File: src/rtl/ctx_stack_saver.sv
module ctx_stack_saver #(
  parameter int AW     = 16,
  parameter int NW     = 8,
  parameter int SWI_LO = 32,
  parameter int SWI_HI = 63
) (
  input  logic          clk,
  input  logic          rst,
  input  logic          ack_i,
  input  logic          swi_valid_i,
  input  logic [NW-1:0] swi_num_i,
  input  logic [19:0]   pc_i,
  input  logic [11:0]   flg_i,
  input  logic          uflag_i,
  input  logic [AW-1:0] usp_i,
  input  logic [AW-1:0] isp_i,
  output logic [AW-1:0] mem_addr_o,
  output logic [7:0]    mem_wdata_o,
  output logic          mem_we_o,
  output logic [AW-1:0] sp_next_o,
  output logic          usp_wr_o,
  output logic          isp_wr_o,
  output logic          done_o
);

  localparam int           NBYTES = 4;
  localparam logic [NW:0]  LO_X   = (NW+1)'(SWI_LO);
  localparam logic [NW:0]  HI_X   = (NW+1)'(SWI_HI);

  typedef enum logic [2:0] {S_IDLE, S_W1, S_W2, S_W3, S_W4, S_DONE} state_t;

  state_t        state;
  logic [AW-1:0] sp_q;
  logic [19:0]   pc_q;
  logic [11:0]   flg_q;
  logic          use_usp_q;

  logic [NW:0] num_x;
  logic        in_range, pick_usp, start;

  assign num_x    = {1'b0, swi_num_i};
  assign in_range = swi_valid_i && (num_x >= LO_X) && (num_x <= HI_X);
  assign pick_usp = in_range && uflag_i;
  assign start    = (state == S_IDLE) && ack_i;

  always_ff @(posedge clk) begin
    if (rst) begin
      state     <= S_IDLE;
      sp_q      <= '0;
      pc_q      <= '0;
      flg_q     <= '0;
      use_usp_q <= 1'b0;
    end else begin
      case (state)
        S_IDLE: if (start) begin
          state     <= S_W1;
          sp_q      <= pick_usp ? usp_i : isp_i;
          pc_q      <= pc_i;
          flg_q     <= flg_i;
          use_usp_q <= pick_usp;
        end
        S_W1:    state <= S_W2;
        S_W2:    state <= S_W3;
        S_W3:    state <= S_W4;
        S_W4:    state <= S_DONE;
        default: state <= S_IDLE;
      endcase
    end
  end

  logic [AW-1:0] step;
  logic [7:0]    byte_sel;

  always_comb begin
    step     = '0;
    byte_sel = '0;
    case (state)
      S_W1: begin step = AW'(1); byte_sel = {flg_q[11:8], pc_q[19:16]}; end
      S_W2: begin step = AW'(2); byte_sel = flg_q[7:0];                 end
      S_W3: begin step = AW'(3); byte_sel = pc_q[15:8];                 end
      S_W4: begin step = AW'(4); byte_sel = pc_q[7:0];                  end
      default: ;
    endcase
  end

  assign mem_we_o    = (state == S_W1) || (state == S_W2) ||
                       (state == S_W3) || (state == S_W4);
  assign mem_addr_o  = sp_q - step;
  assign mem_wdata_o = byte_sel;
  assign done_o      = (state == S_DONE);
  assign sp_next_o   = sp_q - AW'(NBYTES);
  assign usp_wr_o    = done_o && use_usp_q;
  assign isp_wr_o    = done_o && !use_usp_q;


  reset_quiet_chk: assert property (@(posedge clk)
    rst |=> (!mem_we_o && !done_o && !usp_wr_o && !isp_wr_o));


  write_start_chk: assert property (@(posedge clk) disable iff (rst)
    $rose(mem_we_o) |-> $past(ack_i));


  addr_step_chk: assert property (@(posedge clk) disable iff (rst)
    (mem_we_o && $past(mem_we_o)) |-> (mem_addr_o == $past(mem_addr_o) - AW'(1)));


  done_after_write_chk: assert property (@(posedge clk) disable iff (rst)
    done_o |-> ($past(mem_we_o) && !mem_we_o));


  writeback_value_chk: assert property (@(posedge clk) disable iff (rst)
    done_o |-> (sp_next_o == $past(mem_addr_o)));


  one_pointer_chk: assert property (@(posedge clk) disable iff (rst)
    $onehot0({usp_wr_o, isp_wr_o}) && ((usp_wr_o || isp_wr_o) == done_o));


  single_done_chk: assert property (@(posedge clk) disable iff (rst)
    done_o |=> !done_o);

endmodule

File: config.mk
export PLATFORM = sky130hd
export DESIGN_NAME = ctx_stack_saver
export DESIGN_NICKNAME = d
export VERILOG_FILES = /design/src/rtl/ctx_stack_saver.sv
export SDC_FILE = /design/constraint.sdc
export NUM_CORES = 1
export LEC_CHECK = 0
export BUFFER_PORTS_ARGS = -buffer_cell sky130_fd_sc_hd__clkbuf_2
export CAP_MARGIN = 20
export CORE_MARGIN = 2
export CORE_UTILIZATION = 30
export CTS_BUF_LIST = sky130_fd_sc_hd__clkbuf_4 sky130_fd_sc_hd__clkbuf_8
export DETAILED_ROUTE_END_ITERATION = 7
export SLEW_MARGIN = 0
export SYNTH_ARGS = -nofsm -noshare
export SYNTH_HDL_FRONTEND = slang
export SYNTH_SLANG_ARGS = --single-unit
File: constraint.sdc
create_clock -name clk -period 3.2 [get_ports clk]
set_input_delay 0.64 -clock clk [delete_from_list [all_inputs] [get_ports clk]]
set_output_delay 0.64 -clock clk [all_outputs]
set_load 0.02 [all_outputs]
==> qor.txt <==
CP Max Fanout -> 14
Post-Synthesis Cells -> 377
FMAX -> 325.8 MHz
Slew Limit Fails -> 0
grt ovf -> 0
DRT Wirelength -> 8239 um
Vias/cell -> 4.667
status -> finished, final reports clean
global-route wire length before repair -> 12700 um
Yosys reg bits -> 52
row count -> 35
Root Buffer -> clkbuf_8
WS Path Type -> reg -> out
Slew HR -> 43.59%
Ant. Diodes -> 0
HPWL Detailed -> 6030 um
Distinct cells, synth -> 37
fin cells -> 606
pre-CTS setup slack -> 0.2137 ns
area of the die -> 10330 um^2
worst vdd ir -> 0.0001918 V
WP data arrival -> 2.43 ns
H-Tree Depth -> 2
Crit. End Element -> output pin
EDFF count, synth -> 0
vias post-DR -> 2828
skew final -> 0.005764 ns
largest net degree at the start of global routing -> 34
Post-Place Cell Area -> 3492 um^2
setup ws final -> 0.1304 ns
Hold Crit Class -> reg -> reg
layout cell share with drive strength beyond 1 -> 32.91%
minimum clock period -> 3.070 ns
PwrDens -> 552.5 nW/um^2
Final Instance Area -> 3651 um^2
drt pass-1 iters -> 4
wire length on met1 -> 3803 um
die outline height -> 101.6 um
initial antenna violation count -> 0
Final Hold Fails -> 0
Tot Pwr -> 2017 uW
NumNets Final -> 558
clock slew seen by the registers of the worst setup and hold paths -> 0.10 ns
gr usage total -> 15.71%
max-cap violations -> 0
Layout area overhead -> 27.70%
Worst-Skew Late Latency -> 0.30 ns
yosys warns -> 0
leakage power -> 0.001686 uW
Die Wd -> 101.6 um
CTS buffer count -> 5
global placement routability congestion -> 0.8617
CTS tree -> built
period utilization -> 95.93%
Synth async-reset ratio -> 0%
share of the synthesized area in the top cell type -> 36.41%
post-synthesis sequential area ratio -> 36.41%
clk sinks -> 52
Synth Net Count -> 459
cell taking the most area after synthesis -> dfxtp_1
Max clock buf depth -> 2
main area contributors after synthesis -> dfxtp_1 36%, nand2_1 13%, a21oi_1 8.9%
RSZ-0062 raised after global routing -> yes
placed cells -> 596
vias in the first global route -> 2590
IO Count -> 121
DRT antenna net count -> 0
Syn Area/Cell -> 7.584 um^2
Core Box Area -> 9240 um^2
met3 routed WL -> 530 um
DR iter-0 viols -> 94
Max Used Layer -> met4
Starting Density -> 30.94%
I/O Buffers -> 115
CP Launch Type -> flop
Post-Syn Area -> 2859 um^2
worst slew pin tran -> 0.8462 ns
DR WL/cell -> 13.60 um
Critical Path RT -> 2.56 ns
ys flop type -> dfxtp_1
met2 WL -> 3873 um
commonest non-fill, non-tap cell in the layout -> clkbuf_2
final count of negative-setup-slack endpoints -> 0
DRC viols -> 0
commonest non-fill, non-tap cells in the layout -> 115 x clkbuf_2, 100 x nand2_1, 52 x dfxtp_1, 50 x a21oi_1, 24 x nor2_1
-- flip-flops by register name (all words and copies together) (netlist names) --
register,flops
pc_q,20
sp_q,16
use_usp_q,1
flg_q,12
state,3
-- routing by layer --
metal / vias up / global-route usage (%)
met5: - / 0
met4: 0 / 3.326
met3: 2 / 2.968
li1: 1455 / -
met2: 109 / 26.72
met1: 1262 / 20.73
-- critical path, cell delays in order (launching register included) --
cell and delay, ns:
dfxtp_1 0.33, buf_4 0.19, nor2b_1 0.16, ha_1 0.20, fa_1 0.42, nor2b_2 0.19, nor3b_2 0.06, buf_4 0.15
buf_4 0.13, xor2_1 0.11, clkbuf_2 0.18
-- cells in the mapped netlist (all sizes together) (2+ instances only) --
master  count
a221oi      4
o21ai       8
nor3       11
a22oi       8
a21oi      51
nand3b      2
inv         9
nor2b       4
a211oi     12
nand3       3
xnor2      12
nor2       25
or3         2
and2        2
dfxtp      52
clkbuf     17
buf        16
nand2     100
ha          4
xor2       15
nand2b      2
mux2        8
-- final cells by class --
cell class,instances,area [um^2]
inverter,9,33.78
clock buffer,6,82.58
sequential,52,1041
timing repair buffer,125,650.6
clock inverter,2,15.01
tap,129,161.4
multi-input combinational,283,1667
fill,963,5589
-- where the power goes --
part,switching [uW],internal (uW)
Sequential,62.8,711
Combinational,531,317
Clock,221,176
Total,814,1200
-- stage by stage --
stage               hold slack [ns]  setup TNS [ns]  utilization (%)
floorplan                    0.4329               0                -
global placement             0.4394               0            37.79
detailed placement           0.4465               0            37.79
CTS                          0.4614               0            39.03
global route                 0.4697        -0.04017            39.51
finish                       0.4592               0            39.51
-- path summary, 6_finish.rpt --
kind / to / from / slack, ns / cells after the start
setup / recovery: mem_addr_o[6] / state[0] / 0.13 / 10
hold / removal: pc_q[18] / pc_q[18] / 0.46 / 2
setup reg to reg: pc_q[13] / state[2] / 1.41 / 5
hold reg to reg: pc_q[18] / pc_q[18] / 0.46 / 2
-- what timing repair did --
item | 4_1_cts | 5_1_grt
gates resized for setup | 3 | 6
pin swaps | 0 | 1
endpoints found under the setup margin | 4 | 7
hold buffers | 0 | 0
buffers inserted | 0 | 2
-- cell families after synthesis --
family	share of synthesized area (%)
AOI/OAI and AO/OA	18.60
buffers and inverters	6.915
muxes	3.151
adders and majority gates	2.451
and+or+nand+nor	24.20
DFF	36.41
xor gates and xnor gates	8.271
Power figures use the tool's default switching activity.
